==> src/rtl/prio_xfer_pkg.sv <==
package prio_xfer_pkg;

   localparam int unsigned N_PROC   = 3;
   localparam int unsigned N_REG    = 2;
   localparam int unsigned N_ORDERS = 6;

   typedef logic [N_PROC-1:0] proc_vec_t;
   typedef logic [N_REG-1:0]  reg_vec_t;

   // Which counters each process writes: bit 0 = X, bit 1 = Y.
   function automatic reg_vec_t touches(input int unsigned p);
      case (p)
         0:       return 2'b01;
         1:       return 2'b11;
         default: return 2'b10;
      endcase
   endfunction

   // Processes that share at least one counter with process p.
   function automatic proc_vec_t conflict_mask(input int unsigned p);
      proc_vec_t m = '0;
      for (int unsigned q = 0; q < N_PROC; q++) begin
         if (q != p && (touches(p) & touches(q)) != '0) m[q] = 1'b1;
      end
      return m;
   endfunction

   // Process that sits at rank pos (0 = highest) under ordering sel.
   function automatic int unsigned prio_at(input int unsigned sel, input int unsigned pos);
      int unsigned lead;
      int unsigned a;
      int unsigned b;
      lead = 2 - (sel / 2);
      a    = (lead == 0) ? 1 : 0;
      b    = (lead == 2) ? 1 : 2;
      if (sel % 2 == 0) begin
         // remaining two in descending index order
         if (pos == 0) return lead;
         if (pos == 1) return b;
         return a;
      end
      if (pos == 0) return lead;
      if (pos == 1) return a;
      return b;
   endfunction

endpackage

==> src/rtl/prio_xfer_grant.sv <==
module prio_xfer_grant
   import prio_xfer_pkg::*;
#(
   parameter int unsigned PRIO_SEL = 0
) (
   input  logic      clk_i,
   input  logic      rst_ni,
   input  proc_vec_t req_i,
   output proc_vec_t fire_o
);

   localparam int unsigned TOP = prio_at(PRIO_SEL, 0);

   proc_vec_t granted [N_PROC+1];

   assign granted[0] = '0;

   for (genvar pos = 0; pos < N_PROC; pos++) begin : g_rank
      localparam int unsigned P         = prio_at(PRIO_SEL, pos);
      localparam proc_vec_t   SELF_BIT  = proc_vec_t'(1) << P;
      localparam proc_vec_t   BLOCKERS  = conflict_mask(P);
      logic free;
      assign free = (granted[pos] & BLOCKERS) == '0;
      assign granted[pos+1] = (req_i[P] && free) ? (granted[pos] | SELF_BIT) : granted[pos];
   end

   assign fire_o = granted[N_PROC];

   AST_FIRE_NEEDS_REQ: assert property (@(posedge clk_i) disable iff (!rst_ni)
      (fire_o & ~req_i) == '0);

   AST_NO_SHARED_WRITE: assert property (@(posedge clk_i) disable iff (!rst_ni)
      !(fire_o[0] && fire_o[1]) && !(fire_o[1] && fire_o[2]));

   AST_TOP_RANK_WINS: assert property (@(posedge clk_i) disable iff (!rst_ni)
      req_i[TOP] |-> fire_o[TOP]);

   AST_OUTER_PAIR: assert property (@(posedge clk_i) disable iff (!rst_ni)
      (req_i[0] && req_i[2] && !fire_o[1]) |-> (fire_o[0] && fire_o[2]));

endmodule

==> src/rtl/prio_xfer_cnt.sv <==
module prio_xfer_cnt #(
   parameter int unsigned W = 8
) (
   input  logic         clk_i,
   input  logic         rst_ni,
   input  logic         inc_i,
   input  logic         dec_i,
   output logic [W-1:0] q_o
);

   logic [W-1:0] q_r;

   always_ff @(posedge clk_i) begin
      if (!rst_ni)      q_r <= '0;
      else if (inc_i)   q_r <= q_r + 1'b1;
      else if (dec_i)   q_r <= q_r - 1'b1;
   end

   assign q_o = q_r;

   AST_CNT_ONE_WRITER: assert property (@(posedge clk_i) disable iff (!rst_ni)
      !(inc_i && dec_i));

endmodule

==> src/rtl/prio_xfer_ctrl.sv <==
module prio_xfer_ctrl
   import prio_xfer_pkg::*;
#(
   parameter int unsigned CNT_W    = 8,
   parameter int unsigned PRIO_SEL = 0
) (
   input  logic             clk_i,
   input  logic             rst_ni,
   input  logic [2:0]       req_i,
   output logic [CNT_W-1:0] x_o,
   output logic [CNT_W-1:0] y_o,
   output logic [2:0]       fire_o
);

   if (PRIO_SEL >= N_ORDERS) begin : g_bad_sel
      $error("PRIO_SEL must be below %0d", N_ORDERS);
   end
   if (CNT_W < 1) begin : g_bad_width
      $error("CNT_W must be at least 1");
   end

   proc_vec_t        fire;
   reg_vec_t         inc_c;
   reg_vec_t         dec_c;
   logic [CNT_W-1:0] cnt_q [N_REG];

   prio_xfer_grant #(.PRIO_SEL(PRIO_SEL)) u_grant (
      .clk_i  (clk_i),
      .rst_ni (rst_ni),
      .req_i  (req_i),
      .fire_o (fire)
   );

   // X: raised by process 0, lowered by process 1. Y: raised by 1, lowered by 2.
   assign inc_c = {fire[1], fire[0]};
   assign dec_c = {fire[2], fire[1]};

   for (genvar r = 0; r < N_REG; r++) begin : g_cnt
      prio_xfer_cnt #(.W(CNT_W)) u_cnt (
         .clk_i  (clk_i),
         .rst_ni (rst_ni),
         .inc_i  (inc_c[r]),
         .dec_i  (dec_c[r]),
         .q_o    (cnt_q[r])
      );
   end

   assign x_o    = cnt_q[0];
   assign y_o    = cnt_q[1];
   assign fire_o = fire;

   AST_XFER_ATOMIC: assert property (@(posedge clk_i) disable iff (!rst_ni)
      fire_o[1] |=> (x_o == $past(x_o) - 1'b1) && (y_o == $past(y_o) + 1'b1));

   AST_INC_X: assert property (@(posedge clk_i) disable iff (!rst_ni)
      fire_o[0] |=> x_o == $past(x_o) + 1'b1);

   AST_DEC_Y: assert property (@(posedge clk_i) disable iff (!rst_ni)
      fire_o[2] |=> y_o == $past(y_o) - 1'b1);

   AST_IDLE_HOLD: assert property (@(posedge clk_i) disable iff (!rst_ni)
      fire_o == 3'b000 |=> $stable(x_o) && $stable(y_o));

endmodule

==> config.mk <==
export PLATFORM = sky130hd
export DESIGN_NAME = prio_xfer_ctrl
export DESIGN_NICKNAME = d
export VERILOG_FILES = /design/src/rtl/prio_xfer_pkg.sv /design/src/rtl/prio_xfer_grant.sv /design/src/rtl/prio_xfer_cnt.sv /design/src/rtl/prio_xfer_ctrl.sv
export SDC_FILE = /design/constraint.sdc
export NUM_CORES = 1
export LEC_CHECK = 0
export BUFFER_PORTS_ARGS = -buffer_cell sky130_fd_sc_hd__buf_4
export CAP_MARGIN = 15
export CORE_ASPECT_RATIO = 1.25
export CORE_MARGIN = 3
export CORE_UTILIZATION = 58
export CTS_CLUSTER_SIZE = 16
export DETAILED_ROUTE_END_ITERATION = 7
export PLACE_DENSITY = 0.92
export RECOVER_POWER = 25
export SETUP_SLACK_MARGIN = 0.15
export SLEW_MARGIN = 15
export SYNTH_ARGS = -nofsm -noshare
export SYNTH_HDL_FRONTEND = slang
export SYNTH_SLANG_ARGS = --single-unit
==> constraint.sdc <==
create_clock -name clk_i -period 4.25 [get_ports clk_i]
set_input_delay 0.85 -clock clk_i [delete_from_list [all_inputs] [get_ports clk_i]]
set_output_delay 0.85 -clock clk_i [all_outputs]
set_load 0.1 [all_outputs]
* Word-level counts from Yosys, hierarchy flattened
Index checks and enable logic that the tools add are counted.
Operators by class: multiplexer cells 7, add/subtract/negate cells 4, reductions and logical operators 6
Operators with widths (number):
- two-way mux 8 bit | 4
- adder 8 x 1 -> 8 bit, second input constant | 2
- subtractor 8 x 1 -> 8 bit, second input constant | 2
- zero test 3 bit | 2
- nonzero test 2 bit | 2
- two-way mux 3 bit | 1
- logical AND 1 bit | 2
- two-way mux 2 bit | 1
- two-way mux 1 bit | 1
Storage, ports and cells: output and inout port bits 19, flip-flop bits (word level) 16

* Depth between registers and ports, before layout
word-level depth 8, depth in mapped cells 8, depth with buffers taken out 8

* By module
Synthesis repeated with hierarchy kept, for this count alone.
Unflattened totals: cell total of the unflattened synthesis 145, area, all modules 1251.2 sq um
By module, submodules not included:
- prio_xfer_cnt | area each 610.6 sq um, cells an instance 71, times used 2
- prio_xfer_grant | area each 30.0 sq um, cells an instance 3, times used 1

* Least setup slack after synthesis
No wires, ideal clock.
path type in2reg, start point input port req_i[2], end point register g_cnt[0].u_cnt.q_r[7], arrival 2.526 ns, path buffers 0, setup slack 1.652 ns, cell stages on the path 8, cell sequence nand2b_4 -> nand2_1 -> ha_1 -> a21o_1 -> a31o_2 -> a21oi_1 -> mux2i_1 -> mux2i_1
Between the ends: cells in the longest elaborated chain, start to end 8, elaborated cells between the ends (all ways) 9, those cells by class mux: 4; reduce/logical: 5
Ends and longest elaborated chain:
- start: declaration | line prio_xfer_ctrl.sv:9 | input logic [2:0] req_i,
- two-way mux 3 bit * | line prio_xfer_grant.sv:24 | assign granted[pos+1] = (req_i[P] && free) ? (granted[pos] | SELF_BIT) : granted[pos];
- zero test 3 bit * | line prio_xfer_grant.sv:23 | assign free = (granted[pos] & BLOCKERS) == '0;
- logical AND 1 bit * | line prio_xfer_grant.sv:24
- two-way mux 2 bit * | line prio_xfer_grant.sv:24
- zero test 3 bit | line prio_xfer_grant.sv:23
- logical AND 1 bit | line prio_xfer_grant.sv:24
- two-way mux 1 bit | line prio_xfer_grant.sv:24
- two-way mux 8 bit or nonzero test 2 bit (tied branches)
- end signal: assignment | line prio_xfer_cnt.sv:15 | else if (inc_i) q_r <= q_r + 1'b1;
- end signal: assignment | line prio_xfer_cnt.sv:16 | else if (dec_i) q_r <= q_r - 1'b1;
- end: declaration | line prio_xfer_cnt.sv:11 | logic [W-1:0] q_r;
Mark *: on every way between the ends. The rest lies on a longest branch, timed or not. A chain may end at the register's enable or synchronous reset.

* Worst setup path in the final report
start point input port req_i[2], end point output port fire_o[0]
Between the ends: cells in the longest elaborated chain, start to end 7
Ends and longest elaborated chain:
- two-way mux 3 bit | line prio_xfer_grant.sv:24
- zero test 3 bit | line prio_xfer_grant.sv:23
- logical AND 1 bit | line prio_xfer_grant.sv:24
- two-way mux 2 bit | line prio_xfer_grant.sv:24
- zero test 3 bit | line prio_xfer_grant.sv:23
- logical AND 1 bit | line prio_xfer_grant.sv:24
- two-way mux 1 bit | line prio_xfer_grant.sv:24
- end: declaration | line prio_xfer_ctrl.sv:12 | output logic [2:0] fire_o
Every way passes these cells.

==> flow_metrics.py <==
metrics = {
    "run_status": {
        "status": "complete, no violations",
    },
    "cts": {
        "cts_tree": "built",
        "clkTransAtPathRegs_ns": 0.09,
        "cts_hold_buf": 0,
        "cts_buffer_depth": 2,
        "clk_latency_ns": 0.29,
        "cts_setup_buffers": 0,
        "cts_buffers": 3,
        "cts-root-buf": "clkbuf_4",
        "cts_sinks": 16,
        "ctsResizeCount": 0,
        "cts.htree.levels": 1,
    },
    "route": {
        "detail-route-antenna-nets": 0,
        "drc": 0,
        "vias": 1126,
        "avgRoutedWirePerCell_um": 16.0,
        "dr.pass1.iters": 4,
        "drt-total-wl_mm": 2.83,
        "drt_iter0_markers": 18,
        "detail_route.vias_per_cell": 6.36,
    },
    "power_and_ir_drop": {
        "combPwrFrac": 0.695,
        "pwr-share-seq": 0.228,
        "pwr_density_cell_nw_per_um2": 761,
        "irDropWorstVdd_v": 0.000541,
        "power_frac_clock": 0.077,
        "power_switching_share": 0.589,
        "internal-power_uw": 423,
        "switchingPower_uw": 607,
        "p_leak_nw": 0.626,
        "finalPower_mw": 1.03,
    },
    "finish": {
        "largest_reg_flops": 16,
        "layout_commonest_cell": "nand2_1",
        "fill_cells": 152,
        "final_cell_mix": "nand2_1, dfxtp_1, buf_4",
        "diodes": 0,
        "drive_above_1_share": 0.158,
        "nNetsFinal": 179,
        "area_growth_syn_to_layout_pct": 12.7,
    },
    "setup_path": {
        "cp_common_cell": "buf_4",
        "crit_slowest_cell": "buf_4",
        "cp_data_arrival_time_ns": 1.84,
        "path_buf_inv": 3,
        "path_class": "in -> out",
        "worst_setup_path_end_kind": "output port",
        "max_stage_delay_ns": 0.30,
        "critPathMaxFanout": 9,
        "path_cells": "buf_4, nand2b_4, nand2_1, inv_1, buf_4",
        "path_delay_family": "buffers and inverters",
        "cp_data_required_time_ns": 3.40,
        "startpoint_type": "input port",
    },
    "floorplanning": {
        "pin_count": 24,
        "start_util": 0.648,
        "die_x_um": 46.7,
        "die_area_sq_um": 2650,
        "die_h_um": 56.9,
        "design.core.area_sq_um": 1850,
        "row_count": 17,
    },
    "timing": {
        "fmax_ghz": 0.371,
        "relSlewSlack": 0.223,
        "drv_slew": 0,
        "setup-violations-final": 0,
        "rsz0062_at_grt": "false",
        "fin_tns_setup_ns": 0,
        "hold_viol": 0,
        "fin_worst_skew_ns": 0.00284,
        "fin_crit_ns": 2.69,
        "worst_slew_pin_slew_ns": 1.17,
        "min_period_over_period": 0.634,
    },
    "synthesis": {
        "synth_edf_count": 0,
        "synth.area.top_cells": "dfxtp_1, ha_1, o21ai_0, nand2_1, a21o_1",
        "synth-seq-cells": 16,
        "syn_avg_cell_area_sq_um": 8.63,
        "ys_seq_area_frac": 0.267,
        "synth_top_area_frac": 0.267,
        "ys.flop_type": "dfxtp_1",
        "async_reset_ff_frac": 0,
        "synth_cell_types": 39,
        "postSynthCellCount": 139,
        "syn_area_sq_um": 1200,
        "yosysWarnings": 0,
        "synth_nets": 158,
        "yosys.area.top_type": "dfxtp_1",
    },
    "placed_design": {
        "gp_congestion": 0.974,
        "dpl.hpwl_mm": 2.16,
        "place.port_buffers": 23,
    },
    "global_routing": {
        "grt_pass1_vias": 1109,
        "grt_pass1_wl_mm": 4.90,
        "gr-total-overflow": 0,
        "grt_max_degree": 27,
        "antenna_found_initial": 0,
        "grt_usage": 0.247,
    },
    "min_path": {
        "holdCritPathClass": "reg -> reg",
    },
    "run": {
        "drv_cap": 0,
    },
}
## cell families after synthesis
logic type      synth area share
simple gates               0.213
fa+ha+maj                  0.158
buf+inv                   0.0448
xor+xnor                  0.0657
compound gates             0.226
flops                      0.267
mux                       0.0250
## routing by layer
layer  track usage  up-vias  share of wire  wire length (um)
met5             0        -              0                 0
met4         0.130        0          0.045               128
met3        0.0385       13          0.039               110
met2         0.398       38           0.52              1470
met1         0.300      533           0.40              1130
li1              -      542              -                 -
## metrics by stage
stage	utilization	instance area [sq um]	std cells	worst slack (ns)	hold WS [ns]
finish	0.731	1350	177	1.56	0.493
global placement	0.733	1360	174	1.44	0.463
floorplan	-	1200	139	1.65	0.894
global route	0.731	1350	177	1.46	0.537
CTS	0.745	1380	177	1.57	0.496
detailed placement	0.733	1360	174	1.31	0.481
## layout make-up
class / instances / area [sq um] / share of cell area
tap: 19 / 23.8 / 0.0176
clock buffer: 3 / 22.5 / 0.0167
timing repair buffer: 23 / 146 / 0.108
inverter: 3 / 13.8 / 0.0102
sequential: 16 / 320 / 0.237
multi-input combinational: 113 / 826 / 0.611
## tightest hold or removal path: cells and delay by family, from the launching register on
kind / cells / cell delay (ns)
simple gates: 1 / 0.06
flops: 1 / 0.33
mux: 1 / 0.06
## cells in the mapped netlist (2+ instances only)
cell      number
o311a_2        2
a31oi_1        3
buf_2          2
fa_1           2
nand3_1        3
xor2_1         4
nor4bb_1       2
nand3b_1       2
dfxtp_1       16
nor3b_1        3
a21o_1         6
xnor2_1        5
o21ai_0       14
inv_1          2
clkbuf_1       2
mux2i_1        3
nand2_1       17
ha_1          12
and3_1         2
buf_4          3
a21boi_0       2
a21oi_1        7
and2_1         6
nor2_1         4
## path summary, 6_finish.rpt
path / slack [ns] / startpoint / cells after the start / to
hold reg to reg: 0.49 / g_cnt[0].u_cnt.q_o[7] / 2 / g_cnt[0].u_cnt.q_o[7]
hold / removal: 0.49 / g_cnt[0].u_cnt.q_o[7] / 2 / g_cnt[0].u_cnt.q_o[7]
setup / recovery: 1.56 / req_i[2] / 5 / fire_o[0]
setup reg to reg: 2.34 / g_cnt[1].u_cnt.q_o[1] / 6 / g_cnt[1].u_cnt.q_o[7]
## power by group through the flow
stage | registers (mW) | clock network, mW | logic [mW]
3_3_place_gp | 0.237 | 0 | 0.708
3_5_place_dp | 0.238 | 0 | 0.729
2_1_floorplan | 0.541 | 0 | 0.283
5_1_grt | 0.241 | 0.0900 | 0.767
6_report | 0.235 | 0.0789 | 0.716
4_1_cts | 0.235 | 0.0822 | 0.732
No activity file was read; power rests on OpenSTA's default activity.
